$ cat config.mk
export PLATFORM = sky130hd
export DESIGN_NAME = bus_freq_arbiter
export DESIGN_NICKNAME = d
export VERILOG_FILES = /design/src/rtl/bfa_pkg.sv /design/src/rtl/bfa_sync.sv /design/src/rtl/bfa_rank.sv /design/src/rtl/bfa_select.sv /design/src/rtl/bus_freq_arbiter.sv
export SDC_FILE = /design/constraint.sdc
export NUM_CORES = 1
export LEC_CHECK = 0
export ABC_CLOCK_PERIOD_IN_PS = 2600
export CORE_AREA = 2 2 39 41
export DETAILED_ROUTE_END_ITERATION = 12
export DIE_AREA = 0 0 41 43
export DONT_BUFFER_PORTS = 1
export GPL_TIMING_DRIVEN = 0
export MAX_ROUTING_LAYER = met4
export PLACE_DENSITY = 0.7
export SYNTH_ARGS = -nofsm -noshare
export SYNTH_HDL_FRONTEND = slang
export SYNTH_SLANG_ARGS = --single-unit
$ cat constraint.sdc
create_clock -name clk_i -period 2.6 [get_ports clk_i]
set_clock_uncertainty 0.05 [all_clocks]
set_input_delay 0.52 -clock clk_i [delete_from_list [all_inputs] [get_ports clk_i]]
set_output_delay 0.52 -clock clk_i [all_outputs]
set_load 0.01 [all_outputs]
$ cat src/rtl/bfa_pkg.sv
package bfa_pkg;
  parameter int unsigned CODE_W = 3;
  localparam int unsigned NCODES = 1 << CODE_W;
  localparam int unsigned MAP_W  = NCODES * CODE_W;

  typedef logic [CODE_W-1:0] code_t;

  // rank table where rank equals the code value
  function automatic logic [MAP_W-1:0] identity_rank();
    logic [MAP_W-1:0] m;
    m = '0;
    for (int k = 0; k < NCODES; k++) m[k*CODE_W +: CODE_W] = CODE_W'(k);
    return m;
  endfunction
endpackage

$ cat src/rtl/bfa_sync.sv
module bfa_sync #(
  parameter int unsigned W      = 1,
  parameter int unsigned STAGES = 2
) (
  input  logic         clk_i,
  input  logic         rst_ni,
  input  logic [W-1:0] d_i,
  output logic [W-1:0] q_o
);
  logic [W-1:0] stg_q [STAGES];

  for (genvar s = 0; s < STAGES; s++) begin : g_stage
    always_ff @(posedge clk_i or negedge rst_ni) begin
      if (!rst_ni)     stg_q[s] <= '0;
      else if (s == 0) stg_q[s] <= d_i;
      else             stg_q[s] <= stg_q[s-1];
    end
  end

  assign q_o = stg_q[STAGES-1];
endmodule

$ cat src/rtl/bfa_rank.sv
module bfa_rank
  import bfa_pkg::*;
#(
  parameter logic [MAP_W-1:0] RANK_MAP = identity_rank()
) (
  input  code_t code_i,
  output code_t rank_o
);
  assign rank_o = RANK_MAP[code_i*CODE_W +: CODE_W];
endmodule

$ cat src/rtl/bfa_select.sv
module bfa_select
  import bfa_pkg::*;
#(
  parameter code_t DEFAULT_CODE = '0
) (
  input  code_t code_a_i,
  input  code_t code_b_i,
  input  code_t rank_a_i,
  input  code_t rank_b_i,
  input  logic  occ_a_i,
  input  logic  occ_b_i,
  input  logic  ref_ok_i,
  output code_t sel_o,
  output logic  sel_vld_o
);
  always_comb begin
    sel_o     = DEFAULT_CODE;
    sel_vld_o = 1'b0;
    if (ref_ok_i) begin
      unique case ({occ_a_i, occ_b_i})
        2'b11: begin
          sel_o     = (rank_b_i < rank_a_i) ? code_b_i : code_a_i;
          sel_vld_o = 1'b1;
        end
        2'b10: begin
          sel_o     = code_a_i;
          sel_vld_o = 1'b1;
        end
        2'b01: begin
          sel_o     = code_b_i;
          sel_vld_o = 1'b1;
        end
        default: ;
      endcase
    end
  end
endmodule

$ cat src/rtl/bus_freq_arbiter.sv
module bus_freq_arbiter
  import bfa_pkg::*;
#(
  parameter code_t             DEFAULT_CODE = '0,
  parameter logic [MAP_W-1:0]  RANK_MAP     = identity_rank(),
  parameter int unsigned       SYNC_STAGES  = 2
) (
  input  logic              clk_i,
  input  logic              rst_ni,
  input  logic [CODE_W-1:0] code_a_i,
  input  logic [CODE_W-1:0] code_b_i,
  input  logic              occ_a_i,
  input  logic              occ_b_i,
  input  logic              ref_ok_i,
  output logic [CODE_W-1:0] freq_o,
  output logic              valid_o
);
  localparam int unsigned NSLOT = 2;
  localparam int unsigned SW    = NSLOT * (CODE_W + 1) + 1;

  logic [SW-1:0] raw, syn;
  code_t         code_s [NSLOT];
  code_t         rank_s [NSLOT];
  logic          occ_s  [NSLOT];
  logic          ref_s;
  code_t         sel;
  logic          sel_vld;

  assign raw = {ref_ok_i, occ_b_i, occ_a_i, code_b_i, code_a_i};

  bfa_sync #(.W(SW), .STAGES(SYNC_STAGES)) u_sync (
    .clk_i (clk_i),
    .rst_ni(rst_ni),
    .d_i   (raw),
    .q_o   (syn)
  );

  assign ref_s = syn[SW-1];

  for (genvar i = 0; i < NSLOT; i++) begin : g_slot
    assign code_s[i] = syn[i*CODE_W +: CODE_W];
    assign occ_s[i]  = syn[NSLOT*CODE_W + i];

    bfa_rank #(.RANK_MAP(RANK_MAP)) u_rank (
      .code_i(code_s[i]),
      .rank_o(rank_s[i])
    );
  end

  bfa_select #(.DEFAULT_CODE(DEFAULT_CODE)) u_sel (
    .code_a_i (code_s[0]),
    .code_b_i (code_s[1]),
    .rank_a_i (rank_s[0]),
    .rank_b_i (rank_s[1]),
    .occ_a_i  (occ_s[0]),
    .occ_b_i  (occ_s[1]),
    .ref_ok_i (ref_s),
    .sel_o    (sel),
    .sel_vld_o(sel_vld)
  );

  always_ff @(posedge clk_i or negedge rst_ni) begin
    if (!rst_ni) begin
      freq_o  <= DEFAULT_CODE;
      valid_o <= 1'b0;
    end else begin
      freq_o  <= sel;
      valid_o <= sel_vld;
    end
  end
endmodule

; Word-level counts from Yosys, hierarchy flattened
; Index checks and enable logic that the tools add are counted.
[classes]
n_mul = 2
order_cmp = 1
n_eq_ne = 3
n_shift = 2
mux = 5
n_reduce_logical = 1
[op_table]
columns = cell, count
row1 = $shiftx A24 B6 Y3 const A, 2
row2 = $mul A3 B2 Y5 const B, 2
row3 = $pmux W3 S3, 1
row4 = $mux W3, 2
row5 = $eq A2 B2 Y1 const B, 2
row6 = $lt A3 B3 Y1, 1
row7 = $reduce_or A3 Y1, 1
row8 = $eq A2 B1 Y1 const B, 1
row9 = $mux W1, 2
[totals]
reg_bits = 22
inputBits = 11
output_inout_bits = 4
word_cells = 18

; Longest topological paths before layout
; Gate-level depths: netlist of the first run.
[logic_depth]
word_depth = 6
ltp_mapped = 6
depth_no_buf = 6

; Hierarchy
; From an unflattened synthesis of the first run, not the netlist that was laid out.
[hier_totals]
hier_cells = 54
area_unflattened_um2 = 784.5
[by_module_without_submodules]
columns = module, instances, cells_each, area_per_inst_um2, seq_area_each_um2
row1 = bfa_sync, 1, 27, 518.0, 450.4
row2 = bfa_select, 1, 17, 121.4, 0.0
row3 = bus_freq_arbiter, 1, 4, 100.1, 100.1
row4 = bfa_rank, 2, 3, 22.5, 0.0

; Worst setup path before layout of the first run
; OpenSTA, ideal clock, no wires.
[synth_timing]
kind = register to register
startpoint = reg u_sync.stg_q (netlist bit u_sync.q_o[5])
endpoint = reg freq_o[1]
setup_time_ns = 0.120
arrival_time_ns = 1.163
t_required_ns = 2.430
path_slack_ns = 1.266
stages_incl_launch_ff = 6
n_path_buf = 0
period_less_slack_ns = 1.334
cell_sequence = dfrtp_1 > ha_1 > nand2_1 > o211ai_2 > mux2i_1 > a41o_1
[synth_between]
elab_chain_cells = 6
[synth_rtl]
columns = item, line
row1 = from (decl), bfa_sync.sv:10  ; logic [W-1:0] stg_q [STAGES];
row2 = "from (signal, indexed assignment)", bfa_sync.sv:15  ; else if (s == 0) stg_q[s] <= d_i;
row3 = "from (signal, indexed assignment)", bfa_sync.sv:16  ; else stg_q[s] <= stg_q[s-1];
row4 = $mul A3 B2 Y5, bfa_rank.sv:9  ; assign rank_o = RANK_MAP[code_i*CODE_W +: CODE_W];
row5 = $shiftx A24 B6 Y3, bfa_rank.sv:9
row6 = $lt A3 B3 Y1, bfa_select.sv:22  ; sel_o = (rank_b_i < rank_a_i) ? code_b_i : code_a_i;
row7 = $mux W3, bfa_select.sv:22
row8 = $pmux W3 S3, bfa_select.sv:20  ; unique case ({occ_a_i, occ_b_i})
row9 = $mux W3, bfa_select.sv:19  ; if (ref_ok_i) begin
row10 = net sel[1], bus_freq_arbiter.sv:26  ; code_t sel;
row11 = to (signal assigned), bus_freq_arbiter.sv:67  ; freq_o <= sel;
row12 = to (decl), bus_freq_arbiter.sv:15  ; output logic [CODE_W-1:0] freq_o,
; The timed path passes the listed nets, and every way through them passes these cells.

; Worst setup path after layout of the first run
; Ends and elaborated chain as after synthesis.

==> reports/qor.csv, run 1 <==
metric,value,unit
outcome,"finished, final reports clean",
p_leak,0.0003779,uW
p_comb_share,5.6,%
finalCriticalPeriod,1.488,ns
power_density,737.2,nW/um^2
diodes,0,
avgSynthCellArea,15.14,um^2
grt_use_total,16.26,%
netlist_area,726.9,um^2
setup.worst_path.start_class,register,
clk_pin_slew_worst_paths,0.11,ns
worstSetupPathType,reg -> reg,
multiInputGateArea,165.2,um^2
syn_to_final_growth,9.122,%
hold_path.class,in -> reg,
ys_seq_area_share,75.73,%
clockBufferDepth,2,
cts_setup_buffers,0,
seq_area,550.5,um^2
synth-main-ff-cell,dfrtp_1,
io_buffers,0,
core,1384,um^2
cts_buffers,3,
worstSetupEndpointType,register,
routabilityCongestion,0.7965,
fmax,672.3,MHz
cts-root-buf,clkbuf_4,
final_cell_mix,"dfrtp_1, nand3_1, inv_1, nand2_1, clkbuf_4",
drc_errors,0,
dieArea,1763,um^2
synthCells,48,
cap_violations,0,
pwr-share-seq,63.7,%
via_count,378,
row_count,14,
power.share.clock,30.6,%
viasPerCell,5.478,
setup_viol,0,
p_sw_share,21.38,%
wl_per_cell,14.81,um
pin_count,15,
synth_edf_count,0,
grt_max_degree,23,
ir_drop,0.3847,mV
p_int,459.8,uW
reg2reg_slack,1.11,ns
first_global_vias,393,
relSlewSlack,38.25,%
final_nets,67,
die_w,41,um
clock_sink_count,22,
finalCritPeriodShare,57.21,%
synth_warnings,0,
hold_ws,0.1799,ns
clk_latency,0.30,ns
grt_pass1_wl,1704,um
ys_types,18,
final_util,57.32,%
routed_wl,1022,um
cts_tree,done,
antenna_found_initial,0,
async_flop_share,100.0,%
rsz0062_at_grt,no,
drive_above_1_share,11.32,%
gr-total-overflow,0,
setup_tns,0,ns
dr.pass1.iters,5,
start_util,52.53,%
worstPathArrival,1.64,ns
worst_slew_pin_slew,0.9232,ns
h-tree-depth,1,
maxSlewViolCount,0,
hold_viol,0,
synth_seq_cells,22,
critPathRequiredTime,2.75,ns
drtIter0Drc,5,
switchingPower,125.0,uW
syn-num-nets,61,
final_common_cell,dfrtp_1,
die_h,43,um
fill_cells,111,
ant_nets,0,
path_max_fanout,4,
==> power by group through the flow <==
stage | logic [uW] | clock network [uW] | registers, uW
after floorplan | 20.9 | 0 | 376
after global placement | 23.0 | 0 | 378
after detailed placement | 25.8 | 0 | 380
after CTS | 33.5 | 184 | 373
after global routing | 38.2 | 200 | 375
final | 33.0 | 179 | 373
==> sequential cells by signal, summed over array words and instances (netlist names) <==
register / cells
freq_o: 3
u_sync.q_o: 9
u_sync.stg_q: 9
valid_o: 1
==> cells in the mapped netlist (2+ instances only) <==
master    n  area, um^2
nand3_1   4       20.02
inv_1     3       11.26
a21oi_1   2       10.01
ha_1      2       25.02
dfrtp_1  22       550.5
nand2_1   3       11.26
==> area by class of cell <==
| class | instances | area share, % |
|---|---|---|
| clock buffer | 4 | 4.574 |
| inverter | 3 | 1.420 |
| multi-input combinational | 23 | 20.82 |
| sequential | 22 | 69.40 |
| tap | 16 | 2.524 |
| timing repair buffer | 1 | 1.262 |
==> metal layers <==
| metal | track usage (%) | wire length, um | vias to the layer above | part of all wire, % |
|---|---|---|---|---|
| li1 | - | - | 175 | - |
| met1 | 16.06 | 350 | 178 | 34 |
| met2 | 26.25 | 556 | 22 | 54 |
| met3 | 4.712 | 85 | 3 | 8.3 |
| met4 | 10.00 | 29 | 0 | 2.8 |
| met5 | - | 0 | - | 0 |
==> final timing paths <==
check / start / end / cells past startpoint
setup / recovery: u_sync.q_o[5]$_DFF_PN0_ / freq_o[1]$_DFF_PN0_ / 5
hold / removal: code_a_i[1] / u_sync.stg_q[10]$_DFF_PN0_ / 0
setup reg to reg: u_sync.q_o[5]$_DFF_PN0_ / freq_o[1]$_DFF_PN0_ / 5
hold reg to reg: u_sync.stg_q[9]$_DFF_PN0_ / u_sync.q_o[0]$_DFF_PN0_ / 0
max in group asynchronous: rst_ni / u_sync.q_o[0]$_DFF_PN0_ / 1
min in group asynchronous: rst_ni / valid_o$_DFF_PN0_ / 1
==> kinds of logic after synthesis <==
kind of cell	share of synthesized area (%)
flops	75.73
simple gates	7.058
compound gates	9.295
buf+inv	1.549
mux	2.926
fa+ha+maj	3.442
==> metrics by stage <==
step	cell area [um^2]	instances	setup slack (ns)	power, uW
final	793.3	69	1.112	584.8
after global routing	793.3	69	1.029	613.7
after CTS	793.3	69	1.118	590.6
after detailed placement	747.0	64	1.146	405.8
after global placement	747.0	64	1.210	401.2
after floorplan	726.9	48	1.266	397.4
==> repair_timing <==
item | in CTS | in global routing
gates resized for setup | 0 | 0
hold buffers | 1 | 0
setup endpoints to repair | 0 | 0
hold endpoints to repair | 22 | 0
==> critical path, cell delays in order, from the launching register on <==
cell and delay [ns]:
dfrtp_1 0.42, ha_1 0.35, nand2_1 0.08, o211ai_2 0.19, mux2i_1 0.09, a41o_1 0.21
Power figures use the tool's default switching activity.
==> inputs of run 2 (changes only) <==
- ABC_CLOCK_PERIOD_IN_PS: 2600 -> 1500
- CORE_AREA: 2 2 39 41 -> default
- CORE_MARGIN: default -> 1.5
- CORE_UTILIZATION: default -> 56
- DIE_AREA: 0 0 41 43 -> default
- PLACE_DENSITY: 0.7 -> 0.71
- clock period: 2.6 -> 1.5 ns (I/O delays scaled with it)
==> run 2 against run 1 <==
Compared with the run above:
- die area is 14% lower
- global-route usage up 3.0 points
- worst hold slack improved by 0.13 ns
- critical path type unchanged
- critical endpoint is now freq_o[0]$_DFF_PN0_
- largest power group unchanged
- highest routed layer unchanged
==> reports/qor.csv, run 2 (synthesis gave the netlist of run 1 again) <==
metric,value,unit,change
routed_wl,1147,um,+12%
path_cells,inv_1 > ha_1 > o21ai_0 > and3_1 > a21oi_1 > a21boi_1,,
slowest_delay,0.38,ns,-0.04 ns
cts-root-buf,clkbuf_4,,
gr-total-overflow,0,,unchanged
final_nets,77,,+15%
worstSetupPathType,reg -> reg,,
clockBufferDepth,2,,unchanged
ir_drop,1.002,mV,+160%
finalCritPeriodShare,94.84,%,+38 points
diodes,0,,unchanged
critPathRequiredTime,1.66,ns,-1.09 ns
grt_max_degree,23,,unchanged
relSlewSlack,38.94,%,+0.68 points
clk_pin_slew_worst_paths,0.12,ns,about the same
row_count,12,,-2
r2r_start,u_sync.q_o[1]$_DFF_PN0_,,
reg2reg_slack,0.08,ns,-1.04 ns
setup_viol,0,,unchanged
die_w,39.03,um,-4.8%
ant_nets,0,,unchanged
via_count,405,,+7.1%
viasPerCell,5.260,,-4.0%
grt_pass1_wl,1814,um,+6.5%
pin_count,15,,unchanged
grt_use_total,19.24,%,+3.0 points
clk_latency,0.29,ns,about the same
final_util,77.92,%,+21 points
fmax,703.0,MHz,+4.6%
die_h,39.03,um,-9.2%
drc_errors,0,,unchanged
final_common_cell,dfrtp_1,,
wl_per_cell,14.90,um,+0.57%
cts_buffers,3,,unchanged
r2r-end,freq_o[0]$_DFF_PN0_,,
place_hpwl,683.4,um,
r2r_cells,6,,+1
start_util,62.88,%,+10 points
drtIter0Drc,3,,-2
clock_sink_count,22,,unchanged
outcome,"finished, final reports clean",,
h-tree-depth,1,,unchanged
finalCriticalPeriod,1.423,ns,-0.06497 ns
final_cell_mix,"dfrtp_1, dlygate4sd3_1, nand3_1",,
setup.worst_path.start_class,register,,
cap_violations,0,,unchanged
worstPathArrival,1.59,ns,-0.05 ns
critPathLaunch,u_sync.q_o[1]$_DFF_PN0_,,
worstSetupEndpointType,register,,
crit_end,freq_o[0]$_DFF_PN0_,,
cts_tree,done,,
p_leak,0.0004203,uW,+11%
first_global_vias,485,,+23%
drive_above_1_share,12.70,%,+1.4 points
maxSlewViolCount,0,,unchanged
worst_slew_pin_slew,0.9129,ns,-0.01023 ns
dieArea,1523,um^2,-14%
syn_to_final_growth,23.92,%,
hold_path.class,reg -> reg,,
cp_slowest_cell,dfrtp_1,,
routabilityCongestion,0.8129,,+2.1%
dr.pass1.iters,3,,-2
rsz0062_at_grt,no,,
core,1156,um^2,-16%
power_density,1148,nW/um^2,+56%
path_max_fanout,2,,-2
hold_viol,0,,unchanged
setup_tns,0,ns,unchanged
io_buffers,0,,unchanged
antenna_found_initial,0,,unchanged
run 2: cell types whose count changed in the layout (fill, tap and decap cells not counted):
cell           before  now
buf_4               0    1
dlygate4sd3_1       1   10
ha_1                2    1
ha_4                0    1
run 2: report_power, final:
group,switching (uW),internal (uW)
Clock,159,148
Combinational,37.8,43.5
Sequential,21.8,625
run 2: final cells by class:
type / count / area, um^2
inverters: 3 / 11.26
multi-input cells: 23 / 177.7
clock buffers: 4 / 36.28
flip-flops and latches: 22 / 550.5
fillers: 65 / 255.2
repair buffers: 11 / 107.6
well taps: 14 / 17.52
run 2: metal layers:
metal	track usage, %	part of all wire [%]
met1	19.92	46
met3	6.936	5.5
met5	-	0
met2	33.75	48
met4	6.034	0.35
run 2: through the flow:
stage / total power, uW / hold slack [ns] / instance area [um^2] / std cells / setup slack (ns)
2_1_floorplan: 688.8 / -0.04559 / 726.9 / 48 / 0.1662
3_3_place_gp: 695.2 / -0.04516 / 744.5 / 62 / 0.1159
3_5_place_dp: 701.1 / -0.04517 / 744.5 / 62 / 0.07677
4_1_cts: 1032 / 0.3110 / 880.8 / 76 / 0.06200
5_1_grt: 1079 / 0.3163 / 900.9 / 77 / 0.01435
6_report: 1034 / 0.3103 / 900.9 / 77 / 0.07745
run 2: worst min path at each step:
stage | cells after the start | end | slack (ns) | startpoint
final | 0 | u_sync.q_o[5]$_DFF_PN0_ | 0.31 | u_sync.stg_q[14]$_DFF_PN0_
after global routing | 0 | u_sync.q_o[7]$_DFF_PN0_ | 0.32 | u_sync.stg_q[16]$_DFF_PN0_
after CTS | 0 | u_sync.q_o[5]$_DFF_PN0_ | 0.31 | u_sync.stg_q[14]$_DFF_PN0_
after detailed placement | 0 | freq_o[0]$_DFF_PN0_ | -0.05 | rst_ni
after global placement | 0 | freq_o[2]$_DFF_PN0_ | -0.05 | rst_ni
after floorplan | 0 | freq_o[0]$_DFF_PN0_ | -0.05 | rst_ni
run 2: repair_timing:
item / CTS / global route
hold endpoints to repair: 31 / 0
hold buffers: 10 / 0
gates resized for setup: 0 / 1
setup buffers: 0 / 1
endpoints found under the setup margin: 0 / 1
run 2: worst max-delay path, delay by kind of cell, from the launching register on:
family	cells	cell delay (ns)
flip-flops	1	0.38
AO/OA/AOI/OAI	3	0.38
adder cells (fa/ha/maj)	1	0.30
AND/OR/NAND/NOR	1	0.19
buffers and inverters	1	0.06
